===== config.mk =====
export PLATFORM = sky130hd
export DESIGN_NAME = irq_prio_resolver
export DESIGN_NICKNAME = d
export VERILOG_FILES = /design/src/rtl/irq_prio_pkg.sv /design/src/rtl/irq_pend_detect.sv /design/src/rtl/irq_prio_scan.sv /design/src/rtl/irq_accept_reg.sv /design/src/rtl/irq_prio_resolver.sv
export SDC_FILE = /design/constraint.sdc
export NUM_CORES = 1
export LEC_CHECK = 0
export ABC_CLOCK_PERIOD_IN_PS = 11630
export BUFFER_PORTS_ARGS = -buffer_cell sky130_fd_sc_hd__buf_2
export CORE_AREA = 3 3 138 140
export CTS_BUF_LIST = sky130_fd_sc_hd__clkbuf_4 sky130_fd_sc_hd__clkbuf_8 sky130_fd_sc_hd__clkbuf_16
export CTS_CLUSTER_DIAMETER = 60
export DETAILED_ROUTE_END_ITERATION = 10
export DIE_AREA = 0 0 141 143
export HOLD_SLACK_MARGIN = 0.15
export SYNTH_ARGS = -nofsm -noshare
export SYNTH_HDL_FRONTEND = slang
export SYNTH_HIERARCHICAL = 1
export SYNTH_SLANG_ARGS = --single-unit

===== constraint.sdc =====
create_clock -name clk -period 11.63 [get_ports clk]
set_input_delay 0.5815 -clock clk [delete_from_list [all_inputs] [get_ports clk]]
set_output_delay 0.5815 -clock clk [all_outputs]
set_load 0.05 [all_outputs]

===== src/rtl/irq_prio_pkg.sv =====
package irq_prio_pkg;

  // Strictly-smaller comparison: a candidate replaces the current choice only when more urgent.
  function automatic logic lvl_more_urgent(input int cand, input int cur);
    return cand < cur;
  endfunction

  // Readback byte: group number in bits above the two low zeros, or zero when the request vanished.
  function automatic logic [7:0] acc_byte(input int grp, input logic still_pending);
    logic [7:0] b;
    b = 8'(grp) << 2;
    return still_pending ? b : 8'h00;
  endfunction

endpackage


===== src/rtl/irq_pend_detect.sv =====
module irq_pend_detect #(
  parameter int NUM_GROUPS = 31,
  parameter int SRC_W      = 4
) (
  input  logic [NUM_GROUPS*SRC_W-1:0] req_bits,
  input  logic [NUM_GROUPS*SRC_W-1:0] en_bits,
  output logic [NUM_GROUPS-1:0]       pend
);
  for (genvar g = 0; g < NUM_GROUPS; g++) begin : g_grp
    assign pend[g] = |(req_bits[g*SRC_W +: SRC_W] & en_bits[g*SRC_W +: SRC_W]);
  end
endmodule


===== src/rtl/irq_prio_scan.sv =====
module irq_prio_scan
  import irq_prio_pkg::*;
#(
  parameter int NUM_GROUPS = 31,
  parameter int NUM_NMI    = 2,
  parameter int LVL_W      = 3,
  localparam int GRP_W     = $clog2(NUM_GROUPS),
  localparam int NUM_MASK  = NUM_GROUPS - NUM_NMI
) (
  input  logic [NUM_MASK-1:0]       pend_mask,
  input  logic [NUM_MASK*LVL_W-1:0] lvl_bits,
  output logic [GRP_W-1:0]          sel_grp,
  output logic [LVL_W-1:0]          sel_lvl
);
  localparam logic [LVL_W-1:0] IDLE_LVL = {LVL_W{1'b1}};

  always_comb begin
    sel_grp = '0;
    sel_lvl = IDLE_LVL;
    for (int i = 0; i < NUM_MASK; i++) begin
      if (pend_mask[i] &&
          lvl_more_urgent(int'(lvl_bits[i*LVL_W +: LVL_W]), int'(sel_lvl))) begin
        sel_grp = GRP_W'(i + NUM_NMI);
        sel_lvl = lvl_bits[i*LVL_W +: LVL_W];
      end
    end
  end
endmodule


===== src/rtl/irq_accept_reg.sv =====
module irq_accept_reg
  import irq_prio_pkg::*;
#(
  parameter int NUM_GROUPS = 31,
  parameter int LVL_W      = 3,
  localparam int GRP_W     = $clog2(NUM_GROUPS)
) (
  input  logic                  clk,
  input  logic                  rst,
  input  logic                  ack_valid,
  input  logic [LVL_W-1:0]      ack_level,
  input  logic [GRP_W-1:0]      cur_grp,
  input  logic [LVL_W-1:0]      cur_lvl,
  input  logic [NUM_GROUPS-1:0] pend,
  input  logic                  rd_byte_sel,
  output logic [7:0]            rd_data,
  output logic [GRP_W-1:0]      acc_grp,
  output logic                  sync_err
);
  logic acc_live;
  logic lvl_mismatch;

  assign lvl_mismatch = ack_valid && (ack_level != cur_lvl);

  always_ff @(posedge clk) begin
    if (rst) begin
      acc_grp  <= '0;
      sync_err <= 1'b0;
    end else begin
      if (ack_valid)    acc_grp  <= cur_grp;
      if (lvl_mismatch) sync_err <= 1'b1;
    end
  end

  always_comb begin
    acc_live = 1'b0;
    for (int g = 0; g < NUM_GROUPS; g++)
      if (GRP_W'(g) == acc_grp) acc_live = pend[g];
  end

  assign rd_data = rd_byte_sel ? 8'h00 : acc_byte(int'(acc_grp), acc_live);
endmodule


===== src/rtl/irq_prio_resolver.sv =====
module irq_prio_resolver #(
  parameter int NUM_GROUPS = 31,
  parameter int NUM_NMI    = 2,
  parameter int SRC_W      = 4,
  parameter int LVL_W      = 3,
  localparam int GRP_W     = $clog2(NUM_GROUPS),
  localparam int NUM_MASK  = NUM_GROUPS - NUM_NMI
) (
  input  logic                        clk,
  input  logic                        rst,
  input  logic [NUM_GROUPS*SRC_W-1:0] src_req,
  input  logic [NUM_GROUPS*SRC_W-1:0] src_en,
  input  logic [NUM_MASK*LVL_W-1:0]   grp_lvl,
  input  logic                        ack_valid,
  input  logic [LVL_W-1:0]            ack_level,
  input  logic                        rd_byte_sel,
  output logic [LVL_W-1:0]            cpu_level,
  output logic                        nmi_pulse,
  output logic [7:0]                  acc_rd_data,
  output logic                        sync_err
);
  logic [NUM_GROUPS-1:0] pend;
  logic [GRP_W-1:0]      scan_grp;
  logic [LVL_W-1:0]      scan_lvl;
  logic [GRP_W-1:0]      sel_grp_q;
  logic [LVL_W-1:0]      sel_lvl_q;
  logic [GRP_W-1:0]      acc_grp;
  logic                  nmi_any;
  logic                  nmi_any_q;
  logic                  nmi_rise;

  irq_pend_detect #(.NUM_GROUPS(NUM_GROUPS), .SRC_W(SRC_W)) u_pend (
    .req_bits (src_req),
    .en_bits  (src_en),
    .pend     (pend)
  );

  irq_prio_scan #(.NUM_GROUPS(NUM_GROUPS), .NUM_NMI(NUM_NMI), .LVL_W(LVL_W)) u_scan (
    .pend_mask (pend[NUM_GROUPS-1:NUM_NMI]),
    .lvl_bits  (grp_lvl),
    .sel_grp   (scan_grp),
    .sel_lvl   (scan_lvl)
  );

  always_ff @(posedge clk) begin
    if (rst) begin
      sel_grp_q <= '0;
      sel_lvl_q <= {LVL_W{1'b1}};
      nmi_any_q <= 1'b0;
      nmi_pulse <= 1'b0;
    end else begin
      sel_grp_q <= scan_grp;
      sel_lvl_q <= scan_lvl;
      nmi_any_q <= nmi_any;
      nmi_pulse <= nmi_rise;
    end
  end

  assign nmi_any   = |pend[NUM_NMI-1:0];
  assign nmi_rise  = nmi_any && !nmi_any_q;
  assign cpu_level = sel_lvl_q;

  irq_accept_reg #(.NUM_GROUPS(NUM_GROUPS), .LVL_W(LVL_W)) u_acc (
    .clk         (clk),
    .rst         (rst),
    .ack_valid   (ack_valid),
    .ack_level   (ack_level),
    .cur_grp     (sel_grp_q),
    .cur_lvl     (sel_lvl_q),
    .pend        (pend),
    .rd_byte_sel (rd_byte_sel),
    .rd_data     (acc_rd_data),
    .acc_grp     (acc_grp),
    .sync_err    (sync_err)
  );
endmodule


==> summary.txt <==
Clocking
  • Clock sink total: 16
  • Clk buf depth: 2
  • Post-CTS setup buffers: 0
  • Post-cts repair resize count: 0
  • CTS clk-pin slew, worst paths: 0.05 ns
  • Clock latency on the worst-skew pair: 0.25 ns
  • TritonCTS clock tree: done
  • Hold buffer count at cts: 0
  • Total CTS buffers: 3
  • Root buf cell: clkbuf_16
  • H-tree depth: 1

Worst hold path
  • Min-Delay Path Class: register to register
  • WHS Path Cells: 1

Detailed routing
  • Via Count: 8442
  • DR WL/cell: ~16 um
  • Drc violations: 0
  • Drt initial violations: 486
  • TritonRoute pass-1 iters: 6
  • Vias per Instance: approximately 5.7
  • Remaining antenna violation count: 0
  • Total Wirelength: about 23 mm

STA
  • Slew margin rel.: ~34%
  • Max Clk Rate: 107 MHz
  • Final worst-path cycle share: 80.4%
  • Crit path time final: 9.35 ns
  • Final Max Tran Viols: 0
  • Final setup TNS: 0 ns
  • Final count of hold timing violations: 0
  • Layout Skew: 0.00327 ns
  • Finish-stage setup viols: 0
  • RSZ-0062 raised after global routing: no
  • Slew @ Worst Pin: between 0.9 and 1 ns

Status
  • Status: completed

Floorplanning
  • IO Pins: 355
  • Starting Density: 34.1%
  • Die W: approximately 140 um
  • Rows: 49
  • Height of the die: 143 um
  • Core ar.: 0.0180 mm2
  • DIE AREA: 0.0202 mm2

Finish
  • Final nets: 1602
  • Commonest non-fill, non-tap cell in the layout: buf_2
  • # diodes: 0
  • Fraction of layout cells with a size suffix above 1: 33.2%
  • Final Non-Filler Cells: between 1000 and 1500
  • Layout Utilization: between 40% and 50%
  • P&R area growth vs syn: 32.2%
  • Commonest cells after routing, fill and taps aside: buf_2, nand2_1, nor2_1

Placed design
  • Dpl cells: 1480
  • Post-DP HPWL: between 20 and 25 mm
  • GP Congestion: 0.877
  • Buffers on Ports: around 350

Setup path
  • Worst R2R Path Depth: 2
  • WS Path Type: input pin to register
  • Most frequent CP cell: o21ai_0
  • Critical Path Sink Type: register
  • Largest fanout on the critical path: 10
  • Worst setup SP type: input pin
  • Critical Path RT: roughly 12 ns
  • Worst EP arrival: ~9.5 ns
  • CP peak stage delay: 0.60 ns
  • Crit-path slowest cell: nor2b_1

Yosys
  • Main flop type after synthesis: dfxtp_1
  • Synthesis-stage register bit count: 16
  • EDFF count, synth: 0
  • Syn Std Cell Area: 0.00612 mm2
  • Yosys warning total: 6
  • Cell count after synthesis: 920
  • Synthesized area per cell: 6.65 um2
  • Sequential area share after synthesis: 5.24%
  • Asr flop ratio synth: 0%
  • Distinct cell type count after synthesis: 112

Flow run
  • Maxcap violations: 0

Global routing
  • Initial antenna violation count: 0
  • Largest net degree at the start of global routing: 30
  • Aggregate global-route resource usage: 21.2%
  • First-pass GRT wire length: 36.4 mm
  • Grt ovf: 0
  • Vias in the first global route: around 7700

Power and ir drop
  • Leakage: 3.74 nW
  • Final Power: 0.580 mW
  • Power per cell area: 71.7 mW/mm2
  • VDD IR max: 0.0565 mV
## state kept, by name, indices dropped and copies added, names as in the netlist
| signal | count |
|---|---|
| sel_grp_q | 5 |
| u_acc/acc_grp | 5 |
| cpu_level | 3 |
| nmi_any_q | 1 |
| nmi_pulse | 1 |
| u_acc/sync_err | 1 |
## area by class of cell
class	instances	area [um2]
flip-flops and latches	16	320
multi-input cells	849	5500
fillers	1915	9880
repair buffers	351	1760
inverters	35	131
clock buffers	4	88.8
well taps	229	287
## through the flow
| stage | hold WS, ns | worst slack, ns | instance area, um2 |
|---|---|---|---|
| after floorplan | 0.373 | 3.40 | 6120 |
| after global placement | 0.424 | 2.38 | 8000 |
| after detailed placement | 0.426 | 2.04 | 8000 |
| after CTS | 0.433 | 2.33 | 8090 |
| after global routing | 0.442 | 1.60 | 8090 |
| final | 0.418 | 2.28 | 8090 |
## power breakdown
part / internal (mW) / switching [mW] / total [mW] / leakage (nW)
Sequential: 0.0649 / 0.0152 / 0.0801 / 0.133
Combinational: 0.184 / 0.238 / 0.423 / 3.57
Clock: 0.0524 / 0.0247 / 0.0771 / 0.0442
Total: 0.301 / 0.278 / 0.580 / 3.74
## critical path: cells and delay by family
family,cells,cell delay [ns]
buffers and inverters,1,0.08
muxes,3,0.89
AOI/OAI and AO/OA,19,4.55
adders and majority gates,2,0.42
and+or+nand+nor,10,2.95
## path summary, 6_finish.rpt
check,from,to,slack [ns]
worst max-delay path,src_req[12],cpu_level[0],2.28
worst min-delay path,nmi_any_q,nmi_pulse,0.42
worst max register to register,u_acc/acc_grp[2],u_acc/acc_grp[2],10.31
worst min register to register,nmi_any_q,nmi_pulse,0.42
## routing by layer
metal	GRT usage [%]	vias to the layer above	share of wire [%]
met5	0	-	0
met4	2.35	0	0.54
met3	2.04	9	5.9
met2	40.0	315	50
met1	27.1	3856	43
li1	-	4262	-
## synthesized netlist by cell type, drive strengths merged (6+ instances only)
library cell | number | area [um2]
o21a | 10 | 75.1
maj3 | 10 | 101
o21ai | 57 | 293
or3 | 13 | 81.3
nor3 | 31 | 176
a31oi | 12 | 75.1
and2 | 16 | 100
a211o | 6 | 52.6
nand2b | 41 | 267
a22oi | 69 | 523
nand2 | 130 | 488
nand4 | 9 | 71.3
a21o | 13 | 98.9
nor2 | 81 | 307
o211ai | 14 | 105
nor2b | 32 | 200
o22ai | 6 | 37.5
or2 | 16 | 100
o31ai | 15 | 123
dfxtp | 16 | 320
nor4 | 9 | 83.8
a32oi | 8 | 77.6
inv | 35 | 131
nand3b | 7 | 52.6
mux2i | 12 | 120
a211oi | 23 | 193
nor3b | 8 | 60.1
buf | 19 | 160
nand3 | 24 | 125
a21oi | 52 | 272
a21boi | 9 | 67.6
o211a | 6 | 60.1
## cell families (layout without fill, tap and decap cells)
kind of cell | count (synthesis) | count (layout) | share of synthesized area (%)
simple gates | 440 | 440 | 38.4
compound gates | 373 | 373 | 45.7
buf+inv | 57 | 390 | 4.95
mux | 16 | 16 | 2.76
flops | 16 | 16 | 5.24
fa+ha+maj | 14 | 14 | 2.48
xor+xnor | 3 | 3 | 0.430
other cells | 1 | 3 | 0.0613
Power figures use the tool's default switching activity.
